==> src/rtl/wbq_pkg.sv <==
package wbq_pkg;
  typedef enum logic [1:0] {
    STEP_OP  = 2'b00,
    STEP_NOP = 2'b01,
    STEP_END = 2'b10,
    STEP_RSV = 2'b11
  } step_kind_e;
endpackage

==> src/rtl/wbq_head_ptr.sv <==
module wbq_head_ptr #(
  parameter int DEPTH = 7,
  localparam int PW = (DEPTH > 1) ? $clog2(DEPTH) : 1
) (
  input  logic          clk,
  input  logic          rst,
  input  logic          adv,
  output logic [PW-1:0] head
);
  logic [PW-1:0] head_nx;

  always_comb begin
    if (head == PW'(DEPTH - 1)) head_nx = '0;
    else                        head_nx = head + PW'(1);
  end

  always_ff @(posedge clk) begin
    if (rst)      head <= '0;
    else if (adv) head <= head_nx;
  end

  // the head never leaves the slot range
  p_head_range_r1: assert property (@(posedge clk) disable iff (rst)
    head < PW'(DEPTH));

  // reset puts the head on slot 0
  p_head_reset_r1: assert property (@(posedge clk)
    rst |=> head == '0);
endmodule

==> src/rtl/wbq_lat_check.sv <==
module wbq_lat_check #(
  parameter int DEPTH = 7,
  parameter int LAT_W = 4,
  localparam int PW = (DEPTH > 1) ? $clog2(DEPTH) : 1,
  localparam int SW = ((PW > LAT_W) ? PW : LAT_W) + 1
) (
  input  logic [PW-1:0]    head,
  input  logic [LAT_W-1:0] lat,
  output logic             lat_ok,
  output logic [PW-1:0]    ins_idx
);
  logic [SW-1:0] sum;

  always_comb begin
    lat_ok = (lat != '0) && (SW'(lat) <= SW'(DEPTH));
    sum    = SW'(head) + SW'(lat);
    if (sum >= SW'(DEPTH)) ins_idx = PW'(sum - SW'(DEPTH));
    else                   ins_idx = PW'(sum);
  end

  // an accepted latency always maps inside the slot range
  always_comb begin
    if (lat_ok) a_idx_range_r4: assert (ins_idx < PW'(DEPTH) || $isunknown(head));
  end
endmodule

==> src/rtl/wbq_slots.sv <==
module wbq_slots #(
  parameter int DEPTH  = 7,
  parameter int DATA_W = 32,
  localparam int PW = (DEPTH > 1) ? $clog2(DEPTH) : 1
) (
  input  logic              clk,
  input  logic              rst,
  input  logic              consume,
  input  logic [PW-1:0]     head,
  input  logic              ins_en,
  input  logic [PW-1:0]     ins_idx,
  input  logic [DATA_W-1:0] ins_data,
  output logic [DATA_W-1:0] head_data
);
  logic [DEPTH-1:0][DATA_W-1:0] slot_vec;

  for (genvar i = 0; i < DEPTH; i++) begin : g_slot
    logic [DATA_W-1:0] q;
    always_ff @(posedge clk) begin
      if (rst)
        q <= '0;
      else if (ins_en && ins_idx == PW'(i))
        q <= ins_data;
      else if (consume && head == PW'(i))
        q <= '0;
    end
    assign slot_vec[i] = q;
  end

  assign head_data = slot_vec[head];

  // a consumed slot holds zero afterwards unless this step refilled it
  p_clear_after_read_r5: assert property (@(posedge clk) disable iff (rst)
    consume && !(ins_en && ins_idx == head) |=> slot_vec[$past(head)] == '0);

  // an insert wins over the clear of the same slot
  p_insert_wins_r9: assert property (@(posedge clk) disable iff (rst)
    ins_en |=> slot_vec[$past(ins_idx)] == $past(ins_data));
endmodule

==> src/rtl/wbq_sched.sv <==
module wbq_sched #(
  parameter int DEPTH  = 7,
  parameter int DATA_W = 32,
  parameter int IDX_W  = 7,
  parameter int LAT_W  = 4
) (
  input  logic              clk,
  input  logic              rst,
  input  logic              step_valid,
  input  logic [1:0]        step_kind,
  input  logic [DATA_W-1:0] res_data,
  input  logic [LAT_W-1:0]  res_lat,
  input  logic [IDX_W-1:0]  dest_idx,
  output logic              rf_we,
  output logic [IDX_W-1:0]  rf_waddr,
  output logic [DATA_W-1:0] rf_wdata,
  output logic              lat_err,
  output logic              run_done
);
  import wbq_pkg::*;

  localparam int PW = (DEPTH > 1) ? $clog2(DEPTH) : 1;

  step_kind_e        kind;
  logic              is_end, is_op, consume, lat_ok, ins_en, do_write;
  logic [PW-1:0]     head, ins_idx;
  logic [DATA_W-1:0] head_data;

  assign kind     = step_kind_e'(step_kind);
  assign is_end   = step_valid && (kind == STEP_END);
  assign is_op    = step_valid && (kind == STEP_OP);
  assign consume  = step_valid && (kind != STEP_END);
  assign ins_en   = is_op && lat_ok;
  assign do_write = consume && (dest_idx != '0);

  wbq_head_ptr #(.DEPTH(DEPTH)) u_ptr (
    .clk  (clk),
    .rst  (rst),
    .adv  (consume),
    .head (head)
  );

  wbq_lat_check #(.DEPTH(DEPTH), .LAT_W(LAT_W)) u_lat (
    .head    (head),
    .lat     (res_lat),
    .lat_ok  (lat_ok),
    .ins_idx (ins_idx)
  );

  wbq_slots #(.DEPTH(DEPTH), .DATA_W(DATA_W)) u_slots (
    .clk       (clk),
    .rst       (rst),
    .consume   (consume),
    .head      (head),
    .ins_en    (ins_en),
    .ins_idx   (ins_idx),
    .ins_data  (res_data),
    .head_data (head_data)
  );

  always_ff @(posedge clk) begin
    if (rst) begin
      rf_we    <= 1'b0;
      rf_waddr <= '0;
      rf_wdata <= '0;
      lat_err  <= 1'b0;
      run_done <= 1'b0;
    end else begin
      rf_we    <= do_write;
      lat_err  <= is_op && !lat_ok;
      run_done <= is_end;
      if (do_write) begin
        rf_waddr <= dest_idx;
        rf_wdata <= head_data;
      end
    end
  end

  // register 0 is never the target of a write
  p_no_zero_addr_r3: assert property (@(posedge clk) disable iff (rst)
    rf_we |-> rf_waddr != '0);

  // an end-of-run step leaves the head where it was
  p_end_holds_head_r7: assert property (@(posedge clk) disable iff (rst)
    is_end |=> $stable(head));

  // the end indication never comes with a write
  p_end_no_write_r7: assert property (@(posedge clk) disable iff (rst)
    run_done |-> !rf_we);

  // a latency error only follows a compute step
  p_err_cause_r8: assert property (@(posedge clk) disable iff (rst)
    lat_err |-> $past(step_valid) && $past(step_kind) == 2'b00);

  // an idle cycle raises no output
  p_idle_quiet_r10: assert property (@(posedge clk) disable iff (rst)
    !step_valid |=> !rf_we && !lat_err && !run_done);
endmodule

==> config.mk <==
export PLATFORM = sky130hd
export DESIGN_NAME = wbq_sched
export DESIGN_NICKNAME = d
export VERILOG_FILES = /design/src/rtl/wbq_pkg.sv /design/src/rtl/wbq_head_ptr.sv /design/src/rtl/wbq_lat_check.sv /design/src/rtl/wbq_slots.sv /design/src/rtl/wbq_sched.sv
export SDC_FILE = /design/constraint.sdc
export NUM_CORES = 1
export LEC_CHECK = 0
export BUFFER_PORTS_ARGS = -buffer_cell sky130_fd_sc_hd__buf_4
export CORE_MARGIN = 3
export CORE_UTILIZATION = 30
export DETAILED_ROUTE_END_ITERATION = 12
export PLACE_DENSITY_LB_ADDON = 0.08
export SYNTH_ARGS = -nofsm -noshare
export SYNTH_HDL_FRONTEND = slang
export SYNTH_SLANG_ARGS = --single-unit
==> constraint.sdc <==
create_clock -name clk -period 2.6 [get_ports clk]
set_clock_uncertainty 0.05 [all_clocks]
set_input_delay 0.13 -clock clk [delete_from_list [all_inputs] [get_ports clk]]
set_output_delay 0.13 -clock clk [all_outputs]
set_load 0.05 [all_outputs]
==> results of run 1 <==
## cells in the mapped netlist (all sizes together)
cell type	instances
nand4	1
nor3b	3
nand2	51
xnor2	1
a211o	1
nand3b	192
or4	2
a22oi	2
nor2	111
mux4	32
a21o	2
nand3	4
clkbuf	72
a211oi	32
fa	1
or2	1
nand2b	34
ha	5
buf	41
dfxtp	269
o41ai	1
and2	4
inv	1
nor2b	6
and3	1
nor3	4
mux2i	258
o21ai	2
a21oi	75
mux2	1
## worst reg2reg max path, delay by kind of cell (launching register included)
kind	cells	cell delay, ns
flops	1	0.35
fa+ha+maj	3	0.81
simple gates	2	0.11
compound gates	2	0.34
mux	2	0.42
buf+inv	3	0.45
## per-layer routing
metal,global-route usage [%],vias to the layer above,share of wire [%]
li1,-,4539,-
met1,24.4,4734,49
met2,29.0,148,46
met3,2.66,42,3.3
met4,4.23,0,1.5
met5,0,-,0
## area by class of cell
type	instances	area (µm²)
Fill cell	4107	25100
Multi-Input combinational cell	827	6660
Sequential cell	269	5390
Timing Repair Buffer	193	2080
Clock buffer	48	953
Tap cell	532	666
Clock inverter	8	62.6
Inverter	1	3.75
## path summary, 6_finish.rpt
path,endpoint,start,cells past startpoint
worst min-delay path,u_slots.g_slot[6].q[5]$_SDFFE_PP0P_,res_data[5],3
worst max register to register,u_slots.g_slot[1].q[18]$_SDFFE_PP0P_,u_ptr.head[0]$_SDFFE_PP0P_,12
worst min register to register,u_slots.g_slot[3].q[8]$_SDFFE_PP0P_,u_slots.g_slot[3].q[8]$_SDFFE_PP0P_,2
worst max-delay path,u_slots.g_slot[1].q[18]$_SDFFE_PP0P_,u_ptr.head[0]$_SDFFE_PP0P_,12
## per-stage QoR
stage	power [W]	hold WS, ns	util (%)
after floorplan	0.00474	0.216	-
after global placement	0.00509	0.342	34.5
after detailed placement	0.00509	0.353	34.5
after global routing	0.00987	0.0215	38.7
after CTS	0.00965	0.000665	38.1
final	0.00949	0.00343	38.7
## cell families after synthesis
family	count (synthesis)	synth area share (%)
AOI/OAI and AO/OA	115	5.66
xor gates and xnor gates	1	0.0702
adders and majority gates	6	0.662
buffers and inverters	114	4.49
DFF	269	43.2
muxes	291	26.6
and+or+nand+nor	414	19.4
## registers in the layout, indices dropped and copies added (netlist names)
name and count:
u_slots.g_slot.q 224, rf_waddr 7, rf_we 1, lat_err 1, u_ptr.head 3, rf_wdata 32
run_done 1
## power by group through the flow
stage | registers [W] | clock network (W) | logic [W]
final | 0.00418 | 0.00442 | 0.000893
after global routing | 0.00418 | 0.00474 | 0.000958
after CTS | 0.00418 | 0.00458 | 0.000893
after detailed placement | 0.00427 | 0 | 0.000823
after global placement | 0.00427 | 0 | 0.000822
after floorplan | 0.00430 | 0 | 0.000439
## timing repair
action,4_1_cts,5_1_grt
pin swaps,0,3
buffers inserted,2,4
gates resized for setup,14,6
cloned,3,8
hold endpoints to repair,69,0
endpoints found under the setup margin,99,224
hold buffers,26,0
==> run summary, run 1 <==
run status: complete, but fails checks
violated checks: setup timing
internal power: 0.00710 W
CP most frequent cell: ha_4
vias in the first global route: 9802
max-slew violations: 0
kind of critical path: register to register
initial core utilization: 30.5%
Layout area overhead: 26.8%
Tmin final: 2.66 ns
Unique masters post-synth: 35
DRT Pass-1 Iters: 4
Setup crit end kind: register
max_cap viols: 0
FP Rows: 74
Hold/Removal Path Class: primary input to register
ANT cells: 0
Max Clock Freq: 376 MHz
register area share after synthesis: 43.2%
final setup vio count: 28
DP HPWL: 22300 µm
Synth top area share: 43.2%
FF-to-FF setup slack: -0.06 ns
synthesized flop and latch total: 269
CTS tree: yes
CP required: 2.94 ns
RePlAce Congestion: 0.709
Die Height: 210 µm
DP Cell Count: 1780
Post-Layout Inst Area: 15800 µm²
largest cells by area after synthesis: dfxtp_1 (43%), mux2i_1 (21%), nand3b_1 (12%)
worst slew pin tran: 0.894 ns
Leak: 6.35 nW
Mapped Nets: 1264
crit-path leading delay family: adder cells
Non-Filler Instances: 1878
Detailed Route WL: 39800 µm
final worst setup slack: -0.0586 ns
routed vias/inst: 5.04
Die Span X: 210 µm
DIE AREA: 44100 µm²
commonest non-fill, non-tap cell in the layout: dfxtp_1
share of cells above drive strength 1: 20.1%
unrepaired setup endpoints after global routing: yes
DR DRC count: 0
GRT overflow: 0
crit path DAT: 3.00 ns
Syn Area/Cell: 10.3 µm²
Clock Sink Count: 269
max incr delay on CP: 0.46 ns
wire length per cell: 21.2 µm
setup_tns: -0.577 ns
final hold vios: 0
pwr/cell area: 600 nW/µm²
Clk Latency, worst-skew pair: 0.53 ns
Peak VDD IR: 0.357 mV
most frequent cells in the layout: dfxtp_1 (266), mux2i_1 (255), nand3b_1 (192)
Slew HR: 40.4%
Post-Synthesis Cell Area: 12500 µm²
Vias: 9463
clk slew on worst S/H paths: 0.06 ns
Setup WS pre-CTS: -0.0556 ns
Sequential Power Share: 44.0%
CP Buf/Inv Count: 3
fin crit share: 102%
fin nets: 1380
Core Area: 40900 µm²
crit path max fanout: 5
P_sw: 0.00238 W
IO Count: 90
H-tree depth: 2
worst path cell trace: ha_4 > fa_2 > ha_4 > a21oi_2 > nor2_2 > a21oi_4 > mux2i_2 > buf_4 > nor2b_4 > buf_12 > clkbuf_16 > mux2i_1
CTS Buf Count: 34
pin count of the biggest net entering global routing: 69
first-pass GRT wire length: 60600 µm
Port Buffers: 89
Routed Antenna Nets: 0
CP Launch Type: register
gr usage total: 17.6%
Cells after Synth: 1210
initial antenna violation count: 0
Clock power frac: 46.5%
synth warn: 0
placed inst area: 14100 µm²
deepest clock path buffer count: 3
clock root buffer: clkbuf_16
Net Sw Frac: 25.1%
1st-iter DRT viols: 457
Yosys top cell by area: dfxtp_1
Logic pwr share: 9.4%
CP max-delay cell: fa_2
No activity file was read; power rests on OpenSTA's default activity.
==> run 2, diff against run 1 <==
Settings changed: ABC_CLOCK_PERIOD_IN_PS set to 2600, CELL_PAD_IN_SITES_DETAIL_PLACEMENT set to 0, CELL_PAD_IN_SITES_GLOBAL_PLACEMENT set to 1, CTS_CLUSTER_SIZE set to 14.
==> run summary, run 2 (synthesis results as in run 1) <==
share of cells above drive strength 1: 20.3%
area of the multi-input gates: 6670 µm²
Reg2Reg Depth: 11
first-pass GRT wire length: 61800 µm
internal power: 0.00706 W
unrepaired setup endpoints after global routing: yes
Final Core Density: 39.2%
DRT Pass-1 Iters: 4
Largest Register: u_slots.g_slot.q
Leak: 6.45 nW
P_sw: 0.00233 W
CP max-delay cell: fa_2
WP depth: 11
max_cap viols: 0
pin count of the biggest net entering global routing: 55
wire length per cell: 21.3 µm
Logic pwr share: 10.0%
Hold/Removal Path Class: primary input to register
Core Area: 40900 µm²
violated checks: setup timing
DP HPWL: 23200 µm
Routed Antenna Nets: 0
Slew HR: 42.4%
IO Count: 90
commonest non-fill, non-tap cell in the layout: dfxtp_1
Clock power frac: 45.6%
initial antenna violation count: 0
Die Span X: 210 µm
Hold Path Origin: res_data[7]
Peak VDD IR: 0.583 mV
CTS tree: yes
final worst setup slack: -0.0545 ns
final hold vios: 0
fin nets: 1403
CP most frequent cell: ha_4
Largest regs: u_slots.g_slot.q x224, rf_wdata x32, rf_waddr x7
Clock Sink Count: 269
fin crit share: 102%
most frequent cells in the layout: dfxtp_1 (266), mux2i_1 (256), nand3b_1 (192)
worst slew pin tran: 0.864 ns
CP Buf/Inv Count: 2
Max Clock Freq: 377 MHz
Die Height: 210 µm
1st-iter DRT viols: 433
crit path DAT: 3.04 ns
sequential cell area: 5390 µm²
DIE AREA: 44100 µm²
run status: complete, but fails checks
max incr delay on CP: 0.46 ns
FP Rows: 74
max-slew violations: 0
Setup crit start: u_ptr.head[0]$_SDFFE_PP0P_
setup_tns: -1.13 ns
RePlAce Congestion: 0.695
clk slew on worst S/H paths: 0.06 ns
clock root buffer: clkbuf_16
Net Sw Frac: 24.8%
gr usage total: 17.8%
crit-path leading delay family: adder cells
CP required: 2.99 ns
Vias: 9548
initial core utilization: 30.5%
DR DRC count: 0
vias in the first global route: 9960
CTS Buf Count: 31
H-tree depth: 1
max reg flops: 224
RR Startpoint: u_ptr.head[0]$_SDFFE_PP0P_
Sequential Power Share: 44.4%
deepest clock path buffer count: 3
FF-to-FF setup slack: -0.05 ns
crit path max fanout: 16
routed vias/inst: 5.02
GRT overflow: 0
Tmin final: 2.65 ns
Setup crit end: u_slots.g_slot[4].q[15]$_SDFFE_PP0P_
Detailed Route WL: 40500 µm
worst path cell trace: ha_4 > fa_2 > ha_4 > a21oi_2 > nor2_2 > a21oi_4 > buf_6 > mux2_4 > nor2b_4 > buf_12 > mux2i_1
FILL cells: 4059
Worst R2R End: u_slots.g_slot[4].q[15]$_SDFFE_PP0P_
final setup vio count: 48
kind of critical path: register to register
Setup crit end kind: register
pwr/cell area: 586 nW/µm²
Clk Latency, worst-skew pair: 0.57 ns
ANT cells: 0
CP Launch Type: register
Port Buffers: 89
Layout area overhead: 28.6%
## run 2: cell count changes in the layout (fill, tap and decap cells not counted), sizes merged
cell / change
buf: +14
clkinv: -2
inv: -2
bufinv: +1
dlygate4sd3: +14
## run 2: tightest hold or removal path, stage by stage
cell and delay, ns:
buf_4 0.08, nand2b_1 0.20, mux2i_1 0.19
## run 2: worst min-delay path by stage
stage,to,cells after the start
after global routing,u_slots.g_slot[4].q[30]$_SDFFE_PP0P_,3
final,u_slots.g_slot[3].q[7]$_SDFFE_PP0P_,3
after CTS,u_slots.g_slot[6].q[7]$_SDFFE_PP0P_,3
after detailed placement,rf_waddr[4]$_SDFFE_PP0P_,3
after global placement,rf_waddr[2]$_SDFFE_PP0P_,3
after floorplan,rf_waddr[0]$_SDFFE_PP0P_,2
## run 2: cell type report
type / count / area share (%)
multi-input combinational: 827 / 41.5
timing repair buffer: 219 / 14.6
clock buffer: 50 / 5.72
clock inverter: 5 / 0.335
sequential: 269 / 33.6
tap: 532 / 4.15
inverter: 1 / 0.0234
## run 2: power groups by stage
stage | Clock (W) | Combinational, W | Sequential, W
floorplan | 0 | 0.000439 | 0.00430
global placement | 0 | 0.000844 | 0.00427
detailed placement | 0 | 0.000841 | 0.00427
CTS | 0.00442 | 0.000942 | 0.00418
global route | 0.00457 | 0.00101 | 0.00418
finish | 0.00428 | 0.000938 | 0.00418
## run 2: stage by stage
step	instances	hold slack, ns	cell area [µm²]	total power [W]	setup WS, ns
CTS	1896	0.00590	15900	0.00954	-0.0459
global route	1903	0.0329	16000	0.00976	-0.153
floorplan	1210	0.216	12500	0.00474	0.0316
global placement	1789	0.339	14300	0.00511	-0.0489
finish	1903	0.0186	16000	0.00940	-0.0545
detailed placement	1789	0.345	14300	0.00511	-0.0650
## run 2: timing repair
item	CTS	global route
hold buffers	40	0
cloned	4	5
setup buffers	8	5
hold endpoints to repair	176	0
pin swaps	5	3
setup endpoints to repair	94	170
resized for setup	20	6
## run 2: layer usage
layer	wire length (µm)	part of all wire, %	track usage [%]
met2	18700	46	29.5
met1	20100	50	25.2
met4	653	1.6	3.21
met5	0	0	0
met3	1070	2.7	2.35
==> run 3, diff against run 2 <==
Settings changed: PLACE_DENSITY_LB_ADDON 0.08 to 0.25.
==> run summary, run 3 (synthesis results as in run 1) <==
Clock Sink Count: 269
CP Buf/Inv Count: 3
Die Span X: 210 µm
fin nets: 1403
clock root buffer: clkbuf_16
worst path cell trace: ha_4 > fa_2 > ha_4 > a21oi_2 > nor2_2 > a21oi_4 > mux2i_1 > buf_4 > nor2b_4 > buf_4 > clkbuf_16 > mux2i_1
Detailed Route WL: 38500 µm
Layout area overhead: 29.2%
clk slew on worst S/H paths: 0.06 ns
CP required: 2.99 ns
hold path cells: 3
Largest Register: u_slots.g_slot.q
run status: complete, but fails checks
Die Height: 210 µm
Post-Layout Inst Area: 16100 µm²
vias in the first global route: 9761
Max Clock Freq: 377 MHz
final worst setup slack: -0.0556 ns
Setup crit end kind: register
Core Area: 40900 µm²
CP max-delay cell: fa_2
Reg2Reg Depth: 12
gr usage total: 16.8%
final setup vio count: 71
setup_tns: -1.17 ns
RePlAce Congestion: 0.728
FP Rows: 74
kind of critical path: register to register
GRT overflow: 0
max_cap viols: 0
Vias: 9527
CTS tree: yes
DP HPWL: 21700 µm
DIE AREA: 44100 µm²
Port Buffers: 89
wire length per cell: 20.2 µm
H-tree depth: 1
crit path DAT: 3.05 ns
1st-iter DRT viols: 520
Fin Hold WS: 0.0251 ns
commonest non-fill, non-tap cell in the layout: dfxtp_1
crit-path leading delay family: adder cells
DR DRC count: 0
share of cells above drive strength 1: 20.6%
Leak: 6.46 nW
pwr/cell area: 587 nW/µm²
WP depth: 12
Clk Latency, worst-skew pair: 0.58 ns
Largest regs: u_slots.g_slot.q x224, rf_wdata x32, rf_waddr x7
unrepaired setup endpoints after global routing: yes
worst slew pin tran: 0.820 ns
DRT Pass-1 Iters: 5
max reg flops: 224
CTS Buf Count: 31
IO Count: 90
CP Launch Type: register
Peak VDD IR: 0.601 mV
initial core utilization: 30.5%
fin crit share: 102%
deepest clock path buffer count: 3
most frequent cells in the layout: dfxtp_1 (266), mux2i_1 (256), nand3b_1 (192)
first-pass GRT wire length: 58800 µm
pin count of the biggest net entering global routing: 53
routed vias/inst: 5.00
max incr delay on CP: 0.46 ns
initial antenna violation count: 0
Hold/Removal Path Class: primary input to register
violated checks: setup timing
ANT cells: 0
max-slew violations: 0
Routed Antenna Nets: 0
crit path max fanout: 7
Tmin final: 2.66 ns
placed inst area: 14200 µm²
Slew HR: 45.4%
final hold vios: 0
==> run 3: cell count changes in the layout (fill, tap and decap cells not counted), sizes merged <==
cell and change:
clkbuf -3, clkinv +2, buf -1, bufinv +1, clkinvlp +1, dlygate4sd3 +1
==> run 3: power by group <==
part	total (W)	internal, W	leakage [nW]	switching [W]
sequential	0.00418	0.00416	2.17	0.0000190
combinational	0.000924	0.000415	3.80	0.000509
clock	0.00436	0.00258	0.496	0.00178
==> run 3: worst paths after layout <==
kind                                   startpoint                                   end  slack, ns
min                                   res_data[0]   u_slots.g_slot[3].q[0]$_SDFFE_PP0P_       0.03
max reg2reg            u_ptr.head[0]$_SDFFE_PP0P_   u_slots.g_slot[1].q[8]$_SDFFE_PP0P_      -0.06
min reg2reg  u_slots.g_slot[3].q[17]$_SDFFE_PP0P_  u_slots.g_slot[3].q[17]$_SDFFE_PP0P_       0.41
max                    u_ptr.head[0]$_SDFFE_PP0P_   u_slots.g_slot[1].q[8]$_SDFFE_PP0P_      -0.06
==> run 3: worst reg2reg max path, cell delays in order (launching register included) <==
cell	delay, ns
dfxtp_4	0.35
ha_4	0.16
fa_2	0.47
ha_4	0.19
a21oi_2	0.11
nor2_2	0.06
a21oi_4	0.22
mux2i_1	0.28
buf_4	0.16
nor2b_4	0.04
buf_4	0.15
clkbuf_16	0.17
mux2i_1	0.12
==> run 3: final cells by class <==
type,instances,area (µm²)
fill,3997,24800
inverter,1,3.75
clock buffer,47,906
multi-input combinational,827,6680
timing repair buffer,219,2370
tap,532,666
clock inverter,9,105
sequential,269,5390
==> run 3: metrics by stage <==
stage / utilization, % / setup WS [ns] / power, W / cells
detailed placement: 34.6 / -0.0969 / 0.00507 / 1787
global placement: 34.6 / -0.0708 / 0.00507 / 1787
CTS: 38.6 / -0.0292 / 0.00957 / 1892
global route: 39.4 / -0.160 / 0.00982 / 1904
finish: 39.4 / -0.0556 / 0.00946 / 1904
floorplan: - / 0.0316 / 0.00474 / 1210
==> run 3: layer usage <==
layer  vias up  global-route usage [%]  share of wire [%]  routed length, µm
met1      4719                    23.7                 49              19000
met5         -                       0                  0                  0
met2       172                    27.5                 45              17400
met3        41                    2.34                3.9               1490
li1       4595                       -                  -                  -
met4         0                    3.33                1.6                600
==> run 3: timing repair <==
| action | 4_1_cts | 5_1_grt |
|---|---|---|
| cloned | 4 | 7 |
| hold buffers | 41 | 0 |
| setup endpoints to repair | 149 | 222 |
| endpoints found under the hold margin | 203 | 0 |
| resized for setup | 22 | 27 |
| setup buffers | 5 | 6 |
| pin swaps | 5 | 2 |
